**config.mk**
```make
export PLATFORM = sky130hd
export DESIGN_NAME = dac_load_if
export DESIGN_NICKNAME = d
export VERILOG_FILES = /design/src/rtl/dac_load_pkg.sv /design/src/rtl/dac_stage.sv /design/src/rtl/dac_busy_timer.sv /design/src/rtl/dac_out_bank.sv /design/src/rtl/dac_load_if.sv
export SDC_FILE = /design/constraint.sdc
export NUM_CORES = 1
export LEC_CHECK = 0
export BUFFER_PORTS_ARGS = -buffer_cell sky130_fd_sc_hd__clkbuf_2
export CAP_MARGIN = 10
export CORE_ASPECT_RATIO = 0.8
export CORE_MARGIN = 2
export CORE_UTILIZATION = 56
export CTS_BUF_LIST = sky130_fd_sc_hd__clkbuf_16
export DETAILED_ROUTE_END_ITERATION = 8
export GPL_TIMING_DRIVEN = 0
export PLACE_DENSITY = 0.84
export SLEW_MARGIN = 10
export SYNTH_ARGS = -nofsm -noshare
export SYNTH_HDL_FRONTEND = slang
export SYNTH_SLANG_ARGS = --single-unit
```
**constraint.sdc**
```tcl
create_clock -name clk -period 4 [get_ports clk]
set_input_delay 0.8 -clock clk [delete_from_list [all_inputs] [get_ports clk]]
set_output_delay 0.8 -clock clk [all_outputs]
set_load 0.02 [all_outputs]
```
**src/rtl/dac_load_pkg.sv**
```systemverilog
`timescale 1ns/1ps
package dac_load_pkg;
  localparam int BYTE_W    = 8;
  localparam int CODE_W    = 12;
  localparam int NUM_CH    = 4;
  localparam int CH_W      = $clog2(NUM_CH);
  localparam int HI_DATA_W = CODE_W - BYTE_W;
  localparam int CH_LSB    = BYTE_W - CH_W;
  localparam int AUX_W     = 4;
  localparam int BUS_W     = NUM_CH * CODE_W;

  typedef logic [CODE_W-1:0] code_t;
  typedef logic [CH_W-1:0]   chan_t;
  typedef logic [BYTE_W-1:0] byte_t;

  typedef struct packed {
    logic  valid;
    chan_t ch;
    code_t code;
  } stage_t;

  function automatic code_t join_code(input byte_t lo, input byte_t hi);
    return {hi[HI_DATA_W-1:0], lo};
  endfunction

  function automatic chan_t chan_field(input byte_t hi);
    return hi[CH_LSB +: CH_W];
  endfunction

  function automatic byte_t status_byte(input logic bsy, input logic cal,
                                        input logic [AUX_W-1:0] aux);
    return {bsy, cal, 2'b00, aux};
  endfunction

  function automatic byte_t hi_view(input chan_t ch, input code_t c);
    byte_t v;
    v = '0;
    v[CH_LSB +: CH_W] = ch;
    v[HI_DATA_W-1:0]  = c[CODE_W-1 -: HI_DATA_W];
    return v;
  endfunction
endpackage

```
**src/rtl/dac_stage.sv**
```systemverilog
`timescale 1ns/1ps
module dac_stage
  import dac_load_pkg::*;
(
  input  logic   clk,
  input  logic   rst_n,
  input  logic   lo_wr,
  input  logic   hi_wr,
  input  logic   commit,
  input  byte_t  wdata,
  output stage_t stg
);
  byte_t lo_hold;

  always_ff @(posedge clk or negedge rst_n) begin
    if (!rst_n) begin
      lo_hold <= '0;
    end else if (lo_wr) begin
      lo_hold <= wdata;
    end
  end

  always_ff @(posedge clk or negedge rst_n) begin
    if (!rst_n) begin
      stg <= '0;
    end else if (hi_wr) begin
      stg.valid <= 1'b1;
      stg.ch    <= chan_field(wdata);
      stg.code  <= join_code(lo_hold, wdata);
    end else if (commit) begin
      stg.valid <= 1'b0;
    end
  end
endmodule

```
**src/rtl/dac_busy_timer.sv**
```systemverilog
`timescale 1ns/1ps
module dac_busy_timer #(
  parameter int LOAD_CYCLES = 8
) (
  input  logic clk,
  input  logic rst_n,
  input  logic start,
  output logic busy
);
  localparam int CNT_W = $clog2(LOAD_CYCLES + 1);
  localparam logic [CNT_W-1:0] CNT_LOAD = CNT_W'(LOAD_CYCLES);

  logic [CNT_W-1:0] remain;

  always_ff @(posedge clk or negedge rst_n) begin
    if (!rst_n) begin
      remain <= '0;
    end else if (start) begin
      remain <= CNT_LOAD;
    end else if (remain != '0) begin
      remain <= remain - 1'b1;
    end
  end

  assign busy = (remain != '0);
endmodule

```
**src/rtl/dac_out_bank.sv**
```systemverilog
`timescale 1ns/1ps
module dac_out_bank
  import dac_load_pkg::*;
(
  input  logic             clk,
  input  logic             rst_n,
  input  logic             commit,
  input  stage_t           stg,
  output logic [BUS_W-1:0] codes
);
  for (genvar i = 0; i < NUM_CH; i++) begin : g_ch
    code_t held;
    logic  hit;
    assign hit = commit && (stg.ch == chan_t'(i));
    always_ff @(posedge clk or negedge rst_n) begin
      if (!rst_n) begin
        held <= '0;
      end else if (hit) begin
        held <= stg.code;
      end
    end
    assign codes[i*CODE_W +: CODE_W] = held;
  end
endmodule

```
**src/rtl/dac_load_if.sv**
```systemverilog
`timescale 1ns/1ps
module dac_load_if
  import dac_load_pkg::*;
#(
  parameter int ADDR_W      = 4,
  parameter int LO_OFFSET   = 4,
  parameter int HI_OFFSET   = 5,
  parameter int LOAD_CYCLES = 8
) (
  input  logic                  clk,
  input  logic                  rst_n,
  input  logic                  wr_en,
  input  logic                  rd_en,
  input  logic [ADDR_W-1:0]     addr,
  input  logic [7:0]            wdata,
  output logic [7:0]            rdata,
  input  logic                  cal_busy,
  input  logic [3:0]            aux_in,
  output logic                  busy,
  output logic [4*12-1:0]       dac_codes
);
  localparam logic [ADDR_W-1:0] A_LO = ADDR_W'(LO_OFFSET);
  localparam logic [ADDR_W-1:0] A_HI = ADDR_W'(HI_OFFSET);

  logic   sel_lo, sel_hi;
  logic   lo_wr_evt, hi_wr_evt, rd_lo, rd_hi, commit_evt;
  stage_t stg;

  assign sel_lo     = (addr == A_LO);
  assign sel_hi     = (addr == A_HI);
  assign lo_wr_evt  = wr_en && sel_lo;
  assign hi_wr_evt  = wr_en && sel_hi;
  assign rd_lo      = rd_en && sel_lo;
  assign rd_hi      = rd_en && sel_hi;
  assign commit_evt = rd_hi && !busy && stg.valid && !hi_wr_evt;

  dac_stage u_stage (
    .clk    (clk),
    .rst_n  (rst_n),
    .lo_wr  (lo_wr_evt),
    .hi_wr  (hi_wr_evt),
    .commit (commit_evt),
    .wdata  (wdata),
    .stg    (stg)
  );

  dac_busy_timer #(.LOAD_CYCLES(LOAD_CYCLES)) u_timer (
    .clk   (clk),
    .rst_n (rst_n),
    .start (hi_wr_evt),
    .busy  (busy)
  );

  dac_out_bank u_bank (
    .clk    (clk),
    .rst_n  (rst_n),
    .commit (commit_evt),
    .stg    (stg),
    .codes  (dac_codes)
  );

  always_comb begin
    if (sel_lo)      rdata = status_byte(busy, cal_busy, aux_in);
    else if (sel_hi) rdata = hi_view(stg.ch, stg.code);
    else             rdata = '0;
  end
endmodule

```
### Word-level counts from Yosys, hierarchy flattened

Index checks and enable logic that the tools add are counted.

* output and inout port bits: 57
* input port bits: 21
* logic and storage cells: 37
* flip-flop bits (word level): 75

* reductions and logical operators: 16
* eq/ne operators: 5
* add/sub/neg operators: 1
* multiplexer cells: 6

Operators by type and width (count)
* 2-to-1 mux 8 bit: 2
* logical AND 1 bit: 10
* == test 4 x 3 -> 1 bit (second input constant): 2
* 2-to-1 mux 4 bit: 2
* == test 2 bit (second input constant): 2
* nonzero test 2 bit: 2
* nonzero test 4 bit: 1
* subtractor 4 x 1 -> 4 bit (second input constant): 1
* == test 2 x 1 -> 1 bit (second input constant): 1
* zero test 1 bit: 2
* zero test 2 bit: 1
* 2-to-1 mux 1 bit: 2

### Logic depth before layout (Yosys ltp)

* depth in word-level cells: 7
* gate-level depth with buffers: 6
* mapped depth without buffers: 5

### Modules after synthesis

Synthesis repeated with hierarchy kept, for this count alone.

* cell total of the unflattened synthesis: 197
* area, all modules: 3088.0 um^2

Modules (own cells, without submodules)
* dac_out_bank: cells an instance 104, area an instance 1801.7 um^2, sequential area each 1201.2 um^2, instances 1
* dac_stage: cells an instance 50, area an instance 905.9 um^2, sequential area each 575.6 um^2, instances 1
* dac_busy_timer: cells an instance 20, area an instance 217.7 um^2, sequential area each 100.1 um^2, instances 1
* dac_load_if: cells an instance 23, area an instance 162.7 um^2, sequential area each 0.0 um^2, instances 1

### Least setup slack after synthesis

No wires, ideal clock.

* kind: input to output
* from: input addr[1]
* to: output rdata[0]
* setup slack: 1.494 ns
* cell stages on the path: 3
* path buffers: 1
* arrival time: 1.706 ns
* path through: or3b_2 > clkbuf_1 > nor2_1

* longest elaborated chain between the ends: 3

Ends and longest elaborated chain
* from (decl): RTL line dac_load_if.sv:14 `input logic [ADDR_W-1:0] addr,`
* == test 4 x 3 -> 1 bit: RTL line dac_load_if.sv:30 `assign sel_hi = (addr == A_HI);`
* 2-to-1 mux 8 bit: RTL line dac_load_if.sv:64 `else if (sel_hi) rdata = hi_view(stg.ch, stg.code);`
* 2-to-1 mux 8 bit (*): RTL line dac_load_if.sv:63 `if (sel_lo) rdata = status_byte(busy, cal_busy, aux_in);`
* to (decl): RTL line dac_load_if.sv:16 `output logic [7:0] rdata,`

Every way passes the cells marked *; elsewhere a longest branch is shown, timed or not.

### Final worst setup path

* from: register u_timer.remain[0]
* to: output rdata[7]

* longest elaborated chain between the ends: 2

Ends and longest elaborated chain
* from (decl): RTL line dac_busy_timer.sv:13 `logic [CNT_W-1:0] remain;`
* from (signal assigned): RTL line dac_busy_timer.sv:21 `remain <= remain - 1'b1;`
* nonzero test 4 bit: RTL line dac_busy_timer.sv:25 `assign busy = (remain != '0);`
* 2-to-1 mux 8 bit: RTL line dac_load_if.sv:63

Every way passes these cells.

==> impl_metrics.csv <==
group,metric,value,unit
floorplanning,rows,23,
setup_path,crit_family,"simple AND/OR/NAND/NOR gates",
floorplanning,die_w,86.5,µm
floorplanning,pin_count,78,
sta,period_needed,2.84,ns
cts,h-tree-depth,3,
final_layout,area_growth,26.1,%
setup_path,crit_required,3.20,ns
synth,synthCells,200,
route,vias,1875,
sta,clock.fmax,0.352,GHz
cts,clk_latency,0.32,ns
synth,synth_common_cells,"dfrtp_1, mux2_2, nor2_1, buf_4, mux2i_1",
global_routing,antenna_found_initial,0,
setup_path,cp-start-kind,"register",
setup_path,cp_slowest_stage_delay,0.47,ns
global_routing,grt.overflow.total,0,
floorplanning,start_util,59.5,%
synth,synthArstFlopShare,100,%
sta,finalMaxSlewViolations,0,
setup_path,crit_chain,"inv_1 -> ha_1 -> or3b_2 -> clkbuf_1 -> mux2i_1 -> nor2_1 -> clkbuf_2",
sta,tns,0,ns
final_layout,post-route-util,75.1,%
sta,tightest_slew,0.563,ns
route,postRouteWirelength,5960,µm
route,ant_nets,0,
synth,synth.most_common_cell,"dfrtp_1",
sta,slew-limit-headroom,62.4,%
global_routing,grt_pass1_wl,10100,µm
synth,synthTopCellsByArea,"dfrtp_1, mux2_2, mux2i_1, buf_4, nor2_1",
place,dp_hpwl,4120,µm
cts,numCtsBuffers,9,
place,io_buffer_count,75,
route,wl_per_cell,16.8,µm
sta,rsz0062_at_grt,"false",
cts,cts_sinks,75,
route,drtPass1Iterations,4,
sta,finalSetupViolCount,0,
place,gp_congestion,0.737,
synth,synth_edf_count,0,
cts,root_buffer,"clkbuf_16",
synth,yosysTopAreaCell,"dfrtp_1",
setup_path,critical_path.slowest_cell,"or3b_2",
synth,ys_seq_elements,75,
synth,syn_area,0.00305,mm²
setup_path,timing_worst_setup_path_type,"register to output port",
synth,yosys_warnings,0,
final_layout,nets,310,
final_layout,diodes,0,
synth,synth_top_area_share,61.6,%
sta,skew,0.00434,ns
global_routing,grt_max_degree,56,
pwr,peakVddDrop,0.299,mV
sta,finalHoldViolations,0,
global_routing,grt_pass1_vias,2031,
synth,avgSynthCellArea,15.2,µm²
route,drt-initial-drc-count,133,
floorplanning,die_y,70.0,µm
floorplanning,dieArea,0.00605,mm²
synth,yosysUniqueCellTypes,27,
status,outcome,"finished, final reports clean",
route,drcViolationCount,0,
global_routing,grt_usage,21.9,%
route,vias_per_cell,5.28,
flow_run,maxCapViolCount,0,
cts,hold_buffers,0,
pwr,p_leak,2.07,nW
cts,clkSlewWorstSetupHoldPaths,0.05,ns
cts,tritoncts,"built",
setup_path,end_kind,"output port",
floorplanning,core,0.00512,mm²
sta,hold_slack,0.395,ns
cts,cts_setup_buffers,0,
synth,ys_seq_area_share,61.6,%
sta,fin_ws,1.16,ns
cts,cts_resized,0,
synth,synth_flop_cell,"dfrtp_1",
setup_path,worst-path-max-fanout,5,
pwr,p_per_area,521,mW/mm²
place,dp_worst_setup_slack,1.31,ns
min_path,min_path_type,"input pin to async pin",
final_layout,drive_gt1_share,59.0,%
pwr,totalPowerFinal,2.01,mW
setup_path,cp_num_buf_inv,3,
setup_path,cp_data_arrival_time,2.04,ns
cts,clockBufferDepth,2,
sta,finalCritPeriodShare,70.9,%
[worst paths after layout]
| check | start | to | slack, ns | cells after the start |
|---|---|---|---|---|
| max reg2reg | u_timer.remain[0] | u_bank.g_ch[3].held[2] | 1.84 | 6 |
| max | u_timer.remain[0] | rdata[7] | 1.16 | 7 |
| min | rst_n | u_bank.g_ch[0].held[1] | 0.40 | 1 |
| min reg2reg | u_bank.g_ch[0].held[9] | u_bank.g_ch[0].held[9] | 0.50 | 1 |
| max in group asynchronous | rst_n | u_bank.g_ch[2].held[4] | 3.05 | 2 |
| min in group clk | u_bank.g_ch[0].held[9] | u_bank.g_ch[0].held[9] | 0.50 | 1 |
[through the flow]
step | area [µm²] | instances
3_5_place_dp | 3530 | 339
3_3_place_gp | 3500 | 338
5_1_grt | 3840 | 355
2_1_floorplan | 3050 | 201
4_1_cts | 3840 | 355
6_report | 3840 | 355
[layout by cell type (no fill, tap or decap), types with 3 or more instances in the layout]
master and count:
mux2i_1 6, inv_1 4, nor2b_1 4, clkbuf_16 9, mux2_2 71, dfrtp_1 75
buf_4 6, nor2_1 8, clkbuf_2 74, nand2_1 3, nand4_1 3
[where the power goes]
group / switching, mW / internal, mW
clock network: 0.290 / 0.539
registers: 0.0904 / 0.845
logic: 0.109 / 0.132
total: 0.490 / 1.51
[routing by layer]
| metal | track usage (%) | vias to the layer above | wire, µm |
|---|---|---|---|
| met2 | 34.4 | 48 | 2810 |
| li1 | - | 883 | - |
| met5 | 0 | - | 0 |
| met1 | 29.8 | 938 | 2800 |
| met3 | 6.50 | 6 | 278 |
| met4 | 6.25 | 0 | 58 |
[flip-flops by register name, indices dropped and copies added, names as in the netlist]
name	flops
u_stage.lo_hold	8
u_stage.stg	15
u_bank.g_ch.held	48
u_timer.remain	4
[kinds of logic after synthesis]
| logic type | share of synthesized area, % |
|---|---|
| XOR/XNOR | 0.287 |
| AO/OA/AOI/OAI | 1.23 |
| adder cells (fa/ha/maj) | 0.410 |
| other | 0.123 |
| buffers and inverters | 2.42 |
| flip-flops | 61.6 |
| AND/OR/NAND/NOR | 5.75 |
| multiplexers | 28.2 |
[final cells by class]
| type | instances | area [µm²] |
|---|---|---|
| clock buffer | 9 | 225 |
| timing repair buffer | 76 | 405 |
| inverter | 2 | 7.51 |
| tap | 62 | 77.6 |
| clock inverter | 7 | 85.1 |
| multi-input combinational | 113 | 1100 |
| fill | 339 | 1280 |
| sequential | 75 | 1880 |
| buffer | 11 | 66.3 |
[worst reg2reg max path: cells and delay by family (launching register included)]
kind / cells / cell delay [ns]
buffers and inverters: 2 / 0.34
AND/OR/NAND/NOR: 2 / 0.69
multiplexers: 1 / 0.37
adder cells (fa/ha/maj): 1 / 0.24
flip-flops: 1 / 0.41
(Power assumes the default switching activity.)
